[src/rtl/sr_pkg.sv]
package sr_pkg;
    localparam int N_CH = 4;

    typedef enum logic [1:0] {
        SEL_MIN   = 2'd0,
        SEL_MAX   = 2'd1,
        SEL_SUM_A = 2'd2,
        SEL_SUM_B = 2'd3
    } sel_e;
endpackage

[src/rtl/sr_capture.sv]
// Input stage: registers one sample and its control flags.
module sr_capture #(
    parameter int ANA_W = 10,
    parameter int DIG_W = 32,
    parameter int N_CH  = 4
) (
    input  logic                    clk,
    input  logic                    rst_n,
    input  logic                    smp_en,
    input  logic                    restart,
    input  logic                    latch,
    input  logic [N_CH*ANA_W-1:0]   ana_in,
    input  logic [DIG_W-1:0]        dig_in,
    output logic                    s_vld,
    output logic                    s_seed,
    output logic                    s_lat,
    output logic [N_CH*ANA_W-1:0]   s_ana,
    output logic [DIG_W-1:0]        s_dig
);
    always_ff @(posedge clk or negedge rst_n) begin
        if (!rst_n) begin
            s_vld  <= 1'b0;
            s_seed <= 1'b0;
            s_lat  <= 1'b0;
            s_ana  <= '0;
            s_dig  <= '0;
        end else begin
            s_vld  <= smp_en;
            s_seed <= restart;
            s_lat  <= latch;
            s_ana  <= ana_in;
            s_dig  <= dig_in;
        end
    end
endmodule

[src/rtl/sr_lane.sv]
// One analog channel: signed running minimum and maximum.
module sr_lane #(
    parameter int W = 10
) (
    input  logic         clk,
    input  logic         rst_n,
    input  logic         vld,
    input  logic         seed,
    input  logic [W-1:0] smp,
    output logic [W-1:0] run_min,
    output logic [W-1:0] run_max,
    output logic [W-1:0] nxt_min,
    output logic [W-1:0] nxt_max
);
    always_comb begin
        if (seed) begin
            nxt_min = smp;
            nxt_max = smp;
        end else begin
            nxt_min = ($signed(smp) < $signed(run_min)) ? smp : run_min;
            nxt_max = ($signed(smp) > $signed(run_max)) ? smp : run_max;
        end
    end

    always_ff @(posedge clk or negedge rst_n) begin
        if (!rst_n) begin
            run_min <= '0;
            run_max <= '0;
        end else if (vld) begin
            run_min <= nxt_min;
            run_max <= nxt_max;
        end
    end
endmodule

[src/rtl/sr_sum.sv]
// One analog channel: sign-extended running sum.
module sr_sum #(
    parameter int W     = 10,
    parameter int SUM_W = 36
) (
    input  logic             clk,
    input  logic             rst_n,
    input  logic             vld,
    input  logic             seed,
    input  logic [W-1:0]     smp,
    output logic [SUM_W-1:0] nxt_sum
);
    localparam int EXT_W = SUM_W - W;

    logic [SUM_W-1:0] run_sum;
    logic [SUM_W-1:0] ext;

    assign ext     = {{EXT_W{smp[W-1]}}, smp};
    assign nxt_sum = seed ? ext : run_sum + ext;

    always_ff @(posedge clk or negedge rst_n) begin
        if (!rst_n)
            run_sum <= '0;
        else if (vld)
            run_sum <= nxt_sum;
    end
endmodule

[src/rtl/sr_digital.sv]
// Digital field: AND-fold for the minimum word, OR-fold for the maximum word.
module sr_digital #(
    parameter int W = 32
) (
    input  logic         clk,
    input  logic         rst_n,
    input  logic         vld,
    input  logic         seed,
    input  logic [W-1:0] smp,
    output logic [W-1:0] run_and,
    output logic [W-1:0] run_or,
    output logic [W-1:0] nxt_and,
    output logic [W-1:0] nxt_or
);
    assign nxt_and = seed ? smp : (run_and & smp);
    assign nxt_or  = seed ? smp : (run_or | smp);

    always_ff @(posedge clk or negedge rst_n) begin
        if (!rst_n) begin
            run_and <= '0;
            run_or  <= '0;
        end else if (vld) begin
            run_and <= nxt_and;
            run_or  <= nxt_or;
        end
    end
endmodule

[src/rtl/sample_reducer.sv]
module sample_reducer
    import sr_pkg::*;
#(
    parameter int ANA_W = 10,
    parameter int DIG_W = 32
) (
    input  logic                                clk,
    input  logic                                rst_n,
    input  logic                                smp_en,
    input  logic                                restart,
    input  logic                                latch,
    input  logic                                pass,
    input  logic [1:0]                          mode,
    input  logic [N_CH*ANA_W-1:0]               ana_in,
    input  logic [DIG_W-1:0]                    dig_in,
    output logic [N_CH*ANA_W+DIG_W-1:0]         mem_word
);
    localparam int PACK_W = N_CH * ANA_W;
    localparam int WORD_W = PACK_W + DIG_W;
    localparam int SUM_W  = WORD_W / 2;

    logic              s_vld, s_seed, s_lat;
    logic [PACK_W-1:0] s_ana;
    logic [DIG_W-1:0]  s_dig;

    logic [PACK_W-1:0] run_min_w, run_max_w, nxt_min_w, nxt_max_w;
    logic [SUM_W-1:0]  nxt_sum [N_CH];
    logic [DIG_W-1:0]  run_and, run_or, nxt_and, nxt_or;

    logic [WORD_W-1:0] nxt_word [N_CH];
    logic [WORD_W-1:0] snap     [N_CH];
    logic [WORD_W-1:0] raw_q;
    sel_e              sel;

    sr_capture #(.ANA_W(ANA_W), .DIG_W(DIG_W), .N_CH(N_CH)) u_cap (
        .clk    (clk),
        .rst_n  (rst_n),
        .smp_en (smp_en),
        .restart(restart),
        .latch  (latch),
        .ana_in (ana_in),
        .dig_in (dig_in),
        .s_vld  (s_vld),
        .s_seed (s_seed),
        .s_lat  (s_lat),
        .s_ana  (s_ana),
        .s_dig  (s_dig)
    );

    for (genvar c = 0; c < N_CH; c++) begin : g_ch
        sr_lane #(.W(ANA_W)) u_lane (
            .clk    (clk),
            .rst_n  (rst_n),
            .vld    (s_vld),
            .seed   (s_seed),
            .smp    (s_ana[c*ANA_W +: ANA_W]),
            .run_min(run_min_w[c*ANA_W +: ANA_W]),
            .run_max(run_max_w[c*ANA_W +: ANA_W]),
            .nxt_min(nxt_min_w[c*ANA_W +: ANA_W]),
            .nxt_max(nxt_max_w[c*ANA_W +: ANA_W])
        );

        sr_sum #(.W(ANA_W), .SUM_W(SUM_W)) u_sum (
            .clk    (clk),
            .rst_n  (rst_n),
            .vld    (s_vld),
            .seed   (s_seed),
            .smp    (s_ana[c*ANA_W +: ANA_W]),
            .nxt_sum(nxt_sum[c])
        );
    end

    sr_digital #(.W(DIG_W)) u_dig (
        .clk    (clk),
        .rst_n  (rst_n),
        .vld    (s_vld),
        .seed   (s_seed),
        .smp    (s_dig),
        .run_and(run_and),
        .run_or (run_or),
        .nxt_and(nxt_and),
        .nxt_or (nxt_or)
    );

    // Next-state result words in select-index order
    always_comb begin
        nxt_word[SEL_MIN]   = {nxt_and, nxt_min_w};
        nxt_word[SEL_MAX]   = {nxt_or,  nxt_max_w};
        nxt_word[SEL_SUM_A] = {nxt_sum[1], nxt_sum[0]};
        nxt_word[SEL_SUM_B] = {nxt_sum[3], nxt_sum[2]};
    end

    // Snapshot bank and raw pass-through register
    always_ff @(posedge clk or negedge rst_n) begin
        if (!rst_n) begin
            for (int i = 0; i < N_CH; i++) snap[i] <= '0;
            raw_q <= '0;
        end else if (s_vld) begin
            raw_q <= {s_dig, s_ana};
            if (s_lat)
                for (int i = 0; i < N_CH; i++) snap[i] <= nxt_word[i];
        end
    end

    assign sel = sel_e'(mode);

    always_comb begin
        if (pass) begin
            mem_word = raw_q;
        end else begin
            unique case (sel)
                SEL_MIN:   mem_word = snap[0];
                SEL_MAX:   mem_word = snap[1];
                SEL_SUM_A: mem_word = snap[2];
                SEL_SUM_B: mem_word = snap[3];
                default:   mem_word = snap[0];
            endcase
        end
    end
endmodule

[config.mk]
export PLATFORM = sky130hd
export DESIGN_NAME = sample_reducer
export DESIGN_NICKNAME = d
export VERILOG_FILES = /design/src/rtl/sr_pkg.sv /design/src/rtl/sr_capture.sv /design/src/rtl/sr_lane.sv /design/src/rtl/sr_sum.sv /design/src/rtl/sr_digital.sv /design/src/rtl/sample_reducer.sv
export SDC_FILE = /design/constraint.sdc
export NUM_CORES = 2
export LEC_CHECK = 0
export ABC_AREA = 1
export ABC_CLOCK_PERIOD_IN_PS = 3200
export BUFFER_PORTS_ARGS = -buffer_cell sky130_fd_sc_hd__buf_2
export CAP_MARGIN = 25
export CORE_UTILIZATION = 42
export DETAILED_ROUTE_END_ITERATION = 12
export MAX_ROUTING_LAYER = met4
export SLEW_MARGIN = 20
export SYNTH_ARGS = -nofsm -noshare
export SYNTH_HDL_FRONTEND = slang
export SYNTH_SLANG_ARGS = --single-unit
[constraint.sdc]
create_clock -name clk -period 3.2 [get_ports clk]
set_input_delay 0 -clock clk [delete_from_list [all_inputs] [get_ports clk]]
set_output_delay 0 -clock clk [all_outputs]
set_load 0.1 [all_outputs]
Yosys cells after proc, flatten, opt, wreduce, memory -nomap -nowiden
Cells that the tools add are included.
- register bits: 723
- output and inout port bits: 72
- logic and storage cells: 67
- input port bits: 80
- bitwise gates (word level): 2
- eq/ne operators: 3
- multiplexer cells: 24
- add/subtract/negate cells: 4
- reduce and logical (&&, ||, !) cells: 2
- order comparisons: 8
- operators with widths (kind ; count):
    case mux 72 bit (4 select lines) ; 1
    2-to-1 mux 10 bit ; 16
    adder 36 bit ; 4
    2-to-1 mux 36 bit ; 4
    2-to-1 mux 72 bit ; 1
    2-to-1 mux 32 bit ; 2
    > comparator 10 bit ; 4
    less-than comparator 10 bit ; 4
    AND 32 bit ; 1
    bitwise OR 32 bit ; 1
    equality test 2 bit, second input constant ; 2
    equality test 2 x 1 -> 1 bit, second input constant ; 1
    logical NOT 2 bit ; 1
    AND reduction 2 bit ; 1

Longest topological paths before layout
- word-level depth: 3
- depth in mapped cells: 17
- depth with buffers taken out: 17

Hierarchy
From an unflattened synthesis, not the netlist that was laid out.
- cells, all modules: 6025
- area, all modules: 45521.2 um^2
- by module, submodules not included (module ; sequential area each (um^2) ; cells each ; instances ; area each (um^2)):
    sr_sum ; 900.9 ; 717 ; 4 ; 4174.0
    sample_reducer ; 9008.6 ; 1573 ; 1 ; 16565.9
    sr_lane ; 500.5 ; 259 ; 4 ; 1775.5
    sr_digital ; 1601.5 ; 473 ; 1 ; 3280.6
    sr_capture ; 1876.8 ; 75 ; 1 ; 1876.8

Worst setup path before layout
Ideal clock, no wire load.
- kind: input -> output
- start point: input mode[0]
- end point: output mem_word[27]
- arrival time: 2.477 ns
- path slack: 0.723 ns
- stages on the path: 6
- required time: 3.200 ns
- path buffers: 3
- path through: buf_2 -> nor2_1 -> buf_2 -> buf_1 -> nand2_1 -> a41oi_1
- word-level cells in the longest chain between the ends: 3
- elaborated cells between the ends (all ways): 6
- those cells by class: eq/ne: 3; mux: 2; reduce/logical: 1
- RTL lines (item ; RTL line ; source):
    start, declared ; sample_reducer.sv:13 ; input logic [1:0] mode,
    equality test 2 bit (tied with other cells) ; sample_reducer.sv:111 ; unique case (sel)
    case mux 72 bit (4 select lines) * ; sample_reducer.sv:111 ;
    2-to-1 mux 72 bit * ; sample_reducer.sv:108 ; if (pass) begin
    end, declared ; sample_reducer.sv:16 ; output logic [N_CH*ANA_W+DIG_W-1:0] mem_word
Every way passes the cells marked *; elsewhere a longest branch is shown, timed or not.

Worst setup path after layout
- start point: register u_cap.s_ana[9]
- end point: register g_ch[0].u_sum.run_sum[33]
- word-level cells in the longest chain between the ends: 2
- RTL lines (item ; RTL line ; source):
    start, declared ; sr_capture.sv:17 ; output logic [N_CH*ANA_W-1:0] s_ana,
    start signal, assigned ; sr_capture.sv:31 ; s_ana <= ana_in;
    adder 36 bit ; sr_sum.sv:19 ; assign nxt_sum = seed ? ext : run_sum + ext;
    2-to-1 mux 36 bit * ; sr_sum.sv:19 ;
    end signal, assigned ; sr_sum.sv:25 ; run_sum <= nxt_sum;
    end, declared ; sr_sum.sv:15 ; logic [SUM_W-1:0] run_sum;
Marks and branches as above.
A chain may end at the register's enable or synchronous reset.

==> results.toml <==
[logic_synthesis]
syn-instance-count = 5953
synth_top_family_by_area = "simple AND/OR/NAND/NOR gates"
synthFlopType = "dfrtp_1"
synthAdderAreaFrac = 0.06495
async_reset_ff_frac = 1.000
synth_edf_count = 0
syn_nets = 6253
yosys_warnings = 0
ys_ff_latch = 723
synth-compound-area-share = 0.1280
yosysUniqueCellTypes = 45
postSynthAreaPerCell_um2 = 7.197
yosysSeqAreaShare = 0.4223
synthXorXnorAreaFrac = 0.006541
synth.area.mux_share = 0
syn_area_um2 = 42840
yosys.area_share.simple = 0.2959

[worst_setup_path]
crit_family = "flip-flops"
cp.required_ns = 3.75
critPathLaunchType = "flip-flop"
r2r-end = "g_ch[0].u_sum.run_sum[33]"
slowest_delay_ns = 0.90
crit_arrival_ns = 3.50
path_cells = "buf_4 -> ha_1 -> nand2_1 -> inv_1 -> a21oi_1 -> o21ai_0 -> a21oi_1 -> nand3_1 -> nand3_1 -> nand2_1 -> nand2_1 -> nand2_1"
crit_fanout = 18
crit_type = "flip-flop to flip-flop"
reg2reg_depth = 12
crit_start = "u_cap.s_ana[9]"
regToRegSetupSlack_ns = 0.25
cp_num_buf_inv = 2
cpMaxStageDelayCell = "dfrtp_1"
r2r_start = "u_cap.s_ana[9]"
crit_cells = 12
crit_top_cell = "nand2_1"
crit_end = "g_ch[0].u_sum.run_sum[33]"
cp-end-kind = "flip-flop"

[pwr]
max-vdd-ir-drop_v = 0.0003975
p_leak_uw = 0.02631
power_density_nw_per_um2 = 648.1

[clocking]
cts_buffer_depth = 3
clkTransAtPathRegs_ns = 0.06
clk_latency_ns = 0.68
clock_sinks = 723
cts_max_level = 3
numCtsBuffers = 87
root_buffer = "clkbuf_16"
tritoncts = "done"
postCtsSetupBuffers = 0

[floorplan]
die_y_um = 321.4
fp.dieW_um = 321.4
num_rows = 116
start_util = 0.4260
dieArea_um2 = 103300
ios = 152
core_um2 = 100600

[route]
vias = 40190
wire_per_inst_um = 18.49
firstDrtPassIters = 7
post_drt_via_cell_ratio = 5.260
routed_wl_mm = 141.2
ant_nets = 0
drtIter0Drc = 3537
route.detailed.drc = 0

[sta]
setup_tns_ns = 0
worstMarginPinSlew_ns = 1.322
fmaxAchievable_mhz = 338.6
slew_headroom = 0.1189
fin_worst_skew_ns = 0.01956
min_period_over_period = 0.9230
min_period_ns = 2.954
final-hold-violation-count = 0
setup-violations-final = 0
rsz0062_at_grt = "no"
maxSlewViolCount = 0

[status]
status = "finished, final reports clean"

[finish]
utilization = 0.5035
nNetsFinal = 6507
drive_above_1_share = 0.08104
areaGrowthSynthToFinish_pct = 18.20

[global_routing]
grt_use_total = 0.2809
grt_pass1_wl_mm = 220.8
grt_remaining_overflow = 0
antenna_found_initial = 3
grt_start_max_net_pins = 213
grt_pass1_vias = 38280

[place]
port-buffer-count = 151
hpwl_mm = 100.0
place.gp.congestion = 0.9874

[flow_run]
maxCapViolations = 0

[worst_hold_path]
min_path_type = "input pin to flip-flop"
repair_timing:
action | 4_1_cts | 5_1_grt
gates resized for setup | 0 | 0
setup endpoints to repair | 0 | 0
hold buffers | 146 | 0
endpoints found under the hold margin | 534 | 0
registers in the layout, indices dropped and copies added (netlist names), 32 cells and up:
register             cells
raw_q                   72
g_ch.u_lane.run_max     40
g_ch.u_sum.run_sum     144
g_ch.u_lane.run_min     40
u_dig.run_and           32
snap                   288
u_dig.run_or            32
u_cap.s_dig             32
u_cap.s_ana             40
stage by stage:
step / hold slack [ns] / setup WS [ns] / power, uW / cells / instance area (um^2)
floorplan: -0.2956 / 0.7231 / 18870 / 5953 / 42840
global placement: 0.05225 / 0.3892 / 22090 / 7329 / 46130
detailed placement: 0.04377 / 0.3171 / 22230 / 7329 / 46130
CTS: 0.007690 / 0.3030 / 32930 / 7638 / 50630
global route: 0.01593 / 0.02760 / 34760 / 7640 / 50640
finish: 0.03626 / 0.2463 / 32820 / 7641 / 50640
placed cells by master, fill, tap and decap left out, types with 28 or more instances in the layout:
master,instances
nand2_1,2158
nor3_1,34
dlygate4sd3_1,145
o22ai_1,64
nand3_1,376
nand3_2,28
o21bai_1,50
nor2_1,352
o21ai_0,465
nand2_2,40
a41oi_1,36
buf_4,84
a21oi_1,269
clkbuf_16,89
buf_12,70
a31oi_1,31
dfrtp_1,721
ha_1,216
inv_1,658
nand4_1,55
buf_2,102
layer usage:
metal | global-route usage | wire, um | vias up
met5 | - | 0 | -
met4 | 0.07217 | 3555 | 0
met3 | 0.04118 | 7972 | 187
met2 | 0.4436 | 65050 | 1103
met1 | 0.3775 | 64670 | 19200
li1 | - | - | 19710
cell families (layout without fill, tap and decap cells):
| kind of cell | Yosys count | count (layout) |
|---|---|---|
| flops | 723 | 723 |
| simple gates | 3085 | 3085 |
| compound gates | 989 | 989 |
| buf+inv | 904 | 1232 |
| fa+ha+maj | 220 | 220 |
| other cells | 0 | 3 |
| xor+xnor | 32 | 32 |
area by class of cell:
type | instances | area [um^2]
Tap cell | 1357 | 1698
Multi-Input combinational cell | 4326 | 21250
Clock inverter | 37 | 481.7
Clock buffer | 126 | 2546
Sequential cell | 723 | 18100
Timing Repair Buffer | 403 | 4036
Inverter | 666 | 2520
Antenna cell | 3 | 7.507
Fill cell | 9927 | 49940
synth_stat cells (5+ instances only):
library cell | instances | area share
o21ai_0 | 465 | 0.054
o22ai_1 | 64 | 0.0093
buf_1 | 17 | 0.0015
o211ai_1 | 9 | 0.0016
o21ai_1 | 18 | 0.0021
inv_2 | 5 | 0.00044
buf_4 | 5 | 0.00088
inv_1 | 659 | 0.058
ha_1 | 216 | 0.063
a21boi_0 | 5 | 0.00088
clkbuf_1 | 137 | 0.012
a21oi_1 | 269 | 0.031
a31oi_1 | 31 | 0.0045
nand4_1 | 55 | 0.0080
nand2_2 | 40 | 0.0058
a41oi_1 | 36 | 0.0074
nand3_1 | 376 | 0.044
dfrtp_1 | 723 | 0.42
buf_2 | 76 | 0.0089
a22oi_1 | 24 | 0.0042
o21bai_1 | 50 | 0.0088
nor2_2 | 9 | 0.0013
nor2_1 | 355 | 0.031
nand2_1 | 2159 | 0.19
and2_1 | 5 | 0.00073
nor3_1 | 34 | 0.0040
nand3_2 | 28 | 0.0065
xor2_1 | 22 | 0.0045
xnor2_1 | 10 | 0.0020
nand3b_1 | 14 | 0.0025
how the worst min path moves through the flow:
| stage | startpoint | to | slack, ns | cells past startpoint |
|---|---|---|---|---|
| floorplan | rst_n | g_ch[0].u_lane.run_max[0] | -0.30 | 0 |
| global placement | rst_n | snap[171] | 0.05 | 1 |
| detailed placement | rst_n | snap[171] | 0.04 | 1 |
| CTS | dig_in[1] | u_cap.s_dig[1] | 0.008 | 2 |
| global route | ana_in[9] | u_cap.s_ana[9] | 0.02 | 2 |
| finish | ana_in[9] | u_cap.s_ana[9] | 0.04 | 2 |
power by group:
group | switching (uW) | leakage (uW) | internal (uW) | total (uW)
clock | 4240 | 0.00147 | 6220 | 10500
combinational | 7340 | 0.0161 | 3470 | 10800
sequential | 908 | 0.00877 | 10600 | 11600
total | 12500 | 0.0263 | 20300 | 32800
Note: power is estimated with default switching activity, not from simulation.
